[src/rtl/cmdser_pkg.sv]
`timescale 1ns/1ps
package cmdser_pkg;

    localparam int BYTE_W      = 8;
    localparam int ADDR_BYTES  = 2;
    localparam int DATA_BYTES  = 4;
    localparam int FRAME_BYTES = ADDR_BYTES + DATA_BYTES;
    localparam int ADDR_W      = BYTE_W * ADDR_BYTES;
    localparam int DATA_W      = BYTE_W * DATA_BYTES;
    localparam int POS_W       = $clog2(FRAME_BYTES);
    localparam int LAST_POS    = FRAME_BYTES - 1;

    typedef logic [BYTE_W-1:0] cmd_byte_t;
    typedef logic [ADDR_W-1:0] cmd_addr_t;
    typedef logic [DATA_W-1:0] cmd_data_t;
    typedef logic [POS_W-1:0]  pos_t;

    // position of the byte currently on the bus inside a frame
    typedef struct packed {
        logic valid;
        pos_t pos;
    } byte_slot_t;

    // assembled frame; the address occupies the low bits, as on the wire
    typedef struct packed {
        cmd_data_t data;
        cmd_addr_t addr;
    } cmd_frame_t;

    function automatic logic addr_selects(cmd_addr_t a, cmd_addr_t base, cmd_addr_t mask);
        return ((a ^ base) & mask) == '0;
    endfunction

    function automatic pos_t pos_of(int unsigned n);
        return pos_t'(n);
    endfunction

endpackage

[src/rtl/cmdser_framer.sv]
`timescale 1ns/1ps
module cmdser_framer
    import cmdser_pkg::*;
(
    input  logic       clk,
    input  logic       rst,
    input  logic       strb_i,
    output byte_slot_t slot_o,
    output logic       last_o
);

    logic open_q;
    pos_t next_q;

    // a strobe always wins: it restarts the frame at byte 0
    always_comb begin
        slot_o.valid = strb_i | open_q;
        slot_o.pos   = strb_i ? '0 : next_q;
    end

    assign last_o = slot_o.valid && (slot_o.pos == pos_of(LAST_POS));

    always_ff @(posedge clk) begin
        if (rst) begin
            open_q <= 1'b0;
            next_q <= '0;
        end else if (slot_o.valid) begin
            if (last_o) begin
                open_q <= 1'b0;
                next_q <= '0;
            end else begin
                open_q <= 1'b1;
                next_q <= slot_o.pos + pos_of(1);
            end
        end
    end

endmodule

[src/rtl/cmdser_collect.sv]
`timescale 1ns/1ps
module cmdser_collect
    import cmdser_pkg::*;
(
    input  logic       clk,
    input  logic       rst,
    input  cmd_byte_t  byte_i,
    input  byte_slot_t slot_i,
    output cmd_frame_t frame_o
);

    logic [FRAME_BYTES*BYTE_W-1:0] flat;

    // one holding lane per byte except the last, which is taken live
    for (genvar g = 0; g < LAST_POS; g++) begin : g_lane
        cmd_byte_t q;
        always_ff @(posedge clk) begin
            if (rst)
                q <= '0;
            else if (slot_i.valid && slot_i.pos == pos_of(g))
                q <= byte_i;
        end
        assign flat[g*BYTE_W +: BYTE_W] = q;
    end

    assign flat[LAST_POS*BYTE_W +: BYTE_W] = byte_i;
    assign frame_o = cmd_frame_t'(flat);

endmodule

[src/rtl/cmdser_decode.sv]
`timescale 1ns/1ps
module cmdser_decode
    import cmdser_pkg::*;
#(
    parameter cmd_addr_t BASE    = 16'h0330,
    parameter cmd_addr_t MASK    = 16'h07F8,
    parameter int        LOCAL_W = 3
) (
    input  cmd_addr_t          addr_i,
    output logic               hit_o,
    output logic [LOCAL_W-1:0] idx_o
);

    assign hit_o = addr_selects(addr_i, BASE, MASK);
    assign idx_o = addr_i[LOCAL_W-1:0];

endmodule

[src/rtl/cmdser_top.sv]
`timescale 1ns/1ps
module cmdser_top
    import cmdser_pkg::*;
#(
    parameter cmd_addr_t BASE    = 16'h0330,
    parameter cmd_addr_t MASK    = 16'h07F8,
    parameter int        LOCAL_W = 3
) (
    input  logic               clk,
    input  logic               rst,
    input  logic [7:0]         cmd_byte_i,
    input  logic               cmd_strb_i,
    output logic               wr_en_o,
    output logic [LOCAL_W-1:0] wr_idx_o,
    output logic [31:0]        wr_data_o
);

    byte_slot_t         slot;
    logic               last;
    cmd_frame_t         frame;
    logic               hit;
    logic [LOCAL_W-1:0] idx;

    cmdser_framer u_framer (
        .clk    (clk),
        .rst    (rst),
        .strb_i (cmd_strb_i),
        .slot_o (slot),
        .last_o (last)
    );

    cmdser_collect u_collect (
        .clk     (clk),
        .rst     (rst),
        .byte_i  (cmd_byte_i),
        .slot_i  (slot),
        .frame_o (frame)
    );

    cmdser_decode #(
        .BASE    (BASE),
        .MASK    (MASK),
        .LOCAL_W (LOCAL_W)
    ) u_decode (
        .addr_i (frame.addr),
        .hit_o  (hit),
        .idx_o  (idx)
    );

    always_ff @(posedge clk) begin
        if (rst) begin
            wr_en_o   <= 1'b0;
            wr_idx_o  <= '0;
            wr_data_o <= '0;
        end else begin
            wr_en_o <= last && hit;
            if (last && hit) begin
                wr_idx_o  <= idx;
                wr_data_o <= frame.data;
            end
        end
    end

endmodule

[config.mk]
export PLATFORM = sky130hd
export DESIGN_NAME = cmdser_top
export DESIGN_NICKNAME = d
export VERILOG_FILES = /design/src/rtl/cmdser_pkg.sv /design/src/rtl/cmdser_framer.sv /design/src/rtl/cmdser_collect.sv /design/src/rtl/cmdser_decode.sv /design/src/rtl/cmdser_top.sv
export SDC_FILE = /design/constraint.sdc
export NUM_CORES = 1
export LEC_CHECK = 0
export ABC_CLOCK_PERIOD_IN_PS = 3000
export BUFFER_PORTS_ARGS = -buffer_cell sky130_fd_sc_hd__buf_2
export CAP_MARGIN = 10
export CORE_MARGIN = 5
export CORE_UTILIZATION = 59
export CTS_BUF_LIST = sky130_fd_sc_hd__clkbuf_2
export CTS_CLUSTER_SIZE = 40
export DETAILED_ROUTE_END_ITERATION = 10
export GPL_TIMING_DRIVEN = 0
export PLACE_DENSITY = 0.83
export SYNTH_ARGS = -nofsm -noshare
export SYNTH_HDL_FRONTEND = slang
export SYNTH_SLANG_ARGS = --single-unit
[constraint.sdc]
create_clock -name clk -period 3 [get_ports clk]
set_input_delay 0.6 -clock clk [delete_from_list [all_inputs] [get_ports clk]]
set_output_delay 0.6 -clock clk [all_outputs]
set_load 0.01 [all_outputs]
==> reports/results.txt <==
drt total wl = 6010 um
Antenna Violating Nets Remaining = 0
Skew-Pair Late Insertion Delay = 500 ps
fillers = 410
worst min path class = in -> reg
mapped cell area = 2840 um^2
hold path endpoint = u_collect.g_lane[4].q[5]
Via density = 5.30
Top cell by count, worst path = buf_2
Main synth FF type = dfxtp_1
post-synthesis adder-cell area fraction = 2.20%
Post-Syn Area per Cell = 9.10 um^2
routed wire length per instance = 14.1 um
Worst VDD drop = 0.344 mV
first-pass GRT wire length = 10,200 um
Post-synth ARST share = 0%
largest family of logic cells by synthesized area = simple AND/OR/NAND/NOR gates
hold path depth = 3
gr usage total = 21.1%
compound-gate portion of the synthesized area = 10.9%
synthesis-stage register bit count = 75
Die Width = 79.4 um
initial antenna violation count = 0
minimum clock period = 1980 ps
top post-synthesis cells by area = dfxtp_1 53%, nand2_1 12%, mux2i_1 9.5%
Fmax = 0.505 GHz
# setup viols final = 0
RSZ-0062 raised after global routing = false
Sink Count = 75
Initial DRC Count = 122
clock-pin slew on the worst setup and hold paths = 200 ps
Worst Path Max Fanout = 10
post-synth top area cell = dfxtp_1
CTS Buf Count = 9
power per standard cell area = 529 nW/um^2
Critical Path Source Type = primary input
Pleak = 1.45 nW
Nets = 384
worst-case clock skew = 23.0 ps
Post CTS Setup Buffer Count = 0
syn nets = 328
R2R cell count = 7
antenna diode count = 0
Rows = 25
Worst Tran Pin Value = 562 ps
post-synthesis sequential area ratio = 52.9%
Synth Instances = 312
HPWL after detailed placement = 4330 um
Clock Tree Root = clkbuf_2
TritonRoute pass-1 iters = 4
slew margin rel. = 62.5%
DR vias = 2,259
WS Path Type = in -> reg
post-route clock period utilization = 66.1%
xor/xnor cell area share of the yosys netlist = 0.309%
Clock Tree Buf Depth = 2
# hold bufs at CTS = 0
Synth Area in Simple Gates = 19.6%
RR Endpoint = wr_idx_o[0]
Setup crit end kind = register
worst-path cell with the longest stage delay = clkbuf_1
r2r startpoint = u_framer.next_q[0]
top cells by count, synth = 87 x nand2_1, 75 x dfxtp_1, 38 x a21oi_1
Layout area overhead = 14.8%
most common cell in the synthesized netlist = nand2_1
setup TNS = 0 ps
port bufs = 45
Synth warnings = 0
largest net degree at the start of global routing = 13
max incr delay on CP = 410 ps
TritonCTS clock tree = built
hold_ws = 382 ps
fin area = 3260 um^2
H-tree Lvls = 3
DP Area = 3130 um^2
Final Hold Fails = 0
Worst Path Arrival = 2420 ps
maxcap violations = 0
reg2reg setup slack = 1080 ps
post-cts gate resize count = 0
starting density of the core = 60.5%
RD Place Congestion = 0.794
die area = 6300 um^2
Critical Path RT = 3440 ps
DR DRC count = 0
count of flip-flops with a built-in enable after synthesis = 0
max-slew violations = 0
layout cell share with drive strength beyond 1 = 22.3%
hold_sp = cmd_byte_i[5]
Setup crit start = cmd_strb_i
crit-path cells = buf_2 > buf_2 > nand2b_1 > ha_1 > and4b_4 > nand3_2 > clkbuf_1 > nand2_1 > a21oi_1
status = completed
Core ar. = 4690 um^2
number of global-route vias before repair = 2,221
post-synthesis mux area share = 9.52%
aggregate global routing overflow = 0
IO Pins = 47
Die Ht = 79.4 um
area fraction of the dominant cell type after synthesis = 52.9%
distinct cell type count after synthesis = 27
power breakdown:
part	internal, mW	switching (mW)	leakage (nW)
clock	0.275	0.332	0.0798
sequential	1.01	0.00766	0.607
combinational	0.0355	0.0621	0.767
total	1.32	0.402	1.45
layout make-up:
| type | instances | area, um^2 | area share [%] |
|---|---|---|---|
| repair buffers | 45 | 225 | 6.91 |
| plain buffers | 18 | 119 | 3.65 |
| clock inverters | 5 | 77.6 | 2.38 |
| inverters | 3 | 11.3 | 0.345 |
| multi-input cells | 216 | 1210 | 37.0 |
| flip-flops and latches | 75 | 1500 | 46.1 |
| well taps | 54 | 67.6 | 2.07 |
| clock buffers | 10 | 50.0 | 1.54 |
critical path: cells and delay by family:
kind	cells	cell delay, ps
compound gates	1	150
fa+ha+maj	1	240
simple gates	4	710
buf+inv	3	700
layer usage:
| layer | track usage, % | part of all wire (%) | vias up | wire, um |
|---|---|---|---|---|
| met5 | 0 | 0 | - | 0 |
| met4 | 9.79 | 1.9 | 0 | 117 |
| met3 | 4.31 | 7.7 | 14 | 465 |
| met2 | 34.8 | 47 | 74 | 2820 |
| met1 | 26.5 | 43 | 1037 | 2600 |
| li1 | - | - | 1134 | - |
state kept, by name, indices dropped and copies added (netlist names):
register            count
wr_idx_o                3
wr_en_o                 1
u_framer.open_q         1
wr_data_o              32
u_collect.g_lane.q     35
u_framer.next_q         3
how the worst max path moves through the flow:
stage / endpoint / cells past startpoint
6_report: wr_data_o[6] / 9
4_1_cts: wr_data_o[6] / 9
2_1_floorplan: wr_data_o[24] / 8
3_3_place_gp: wr_data_o[30] / 9
3_5_place_dp: wr_idx_o[0] / 9
5_1_grt: wr_data_o[5] / 7
cells in the final DEF (no fill, tap or decap), drive strengths merged, types with 2 or more instances in the layout:
cell type	instances
ha	5
mux2i	27
nand3	2
nor2	33
nand2	87
inv	4
clkbuf	20
nor2b	2
and3	2
buf	53
a21oi	45
and4bb	2
nor3	2
bufinv	2
dfxtp	75
o21ai	4
clkinv	2
kinds of logic (layout without fill, tap and decap cells):
group / Yosys count / in the layout
adder cells (fa/ha/maj): 5 / 5
multiplexers: 27 / 27
AO/OA/AOI/OAI: 50 / 50
AND/OR/NAND/NOR: 133 / 133
flip-flops: 75 / 75
buffers and inverters: 21 / 81
XOR/XNOR: 1 / 1
through the flow:
step	util (%)	std cells	worst slack, ps	total power [mW]
CTS	69.5	426	1040	1.73
global route	69.5	426	901	1.80
floorplan	-	312	926	1.11
finish	69.5	426	1020	1.72
global placement	66.7	411	511	1.14
detailed placement	66.7	411	485	1.14
No activity file was read; power rests on OpenSTA's default activity.
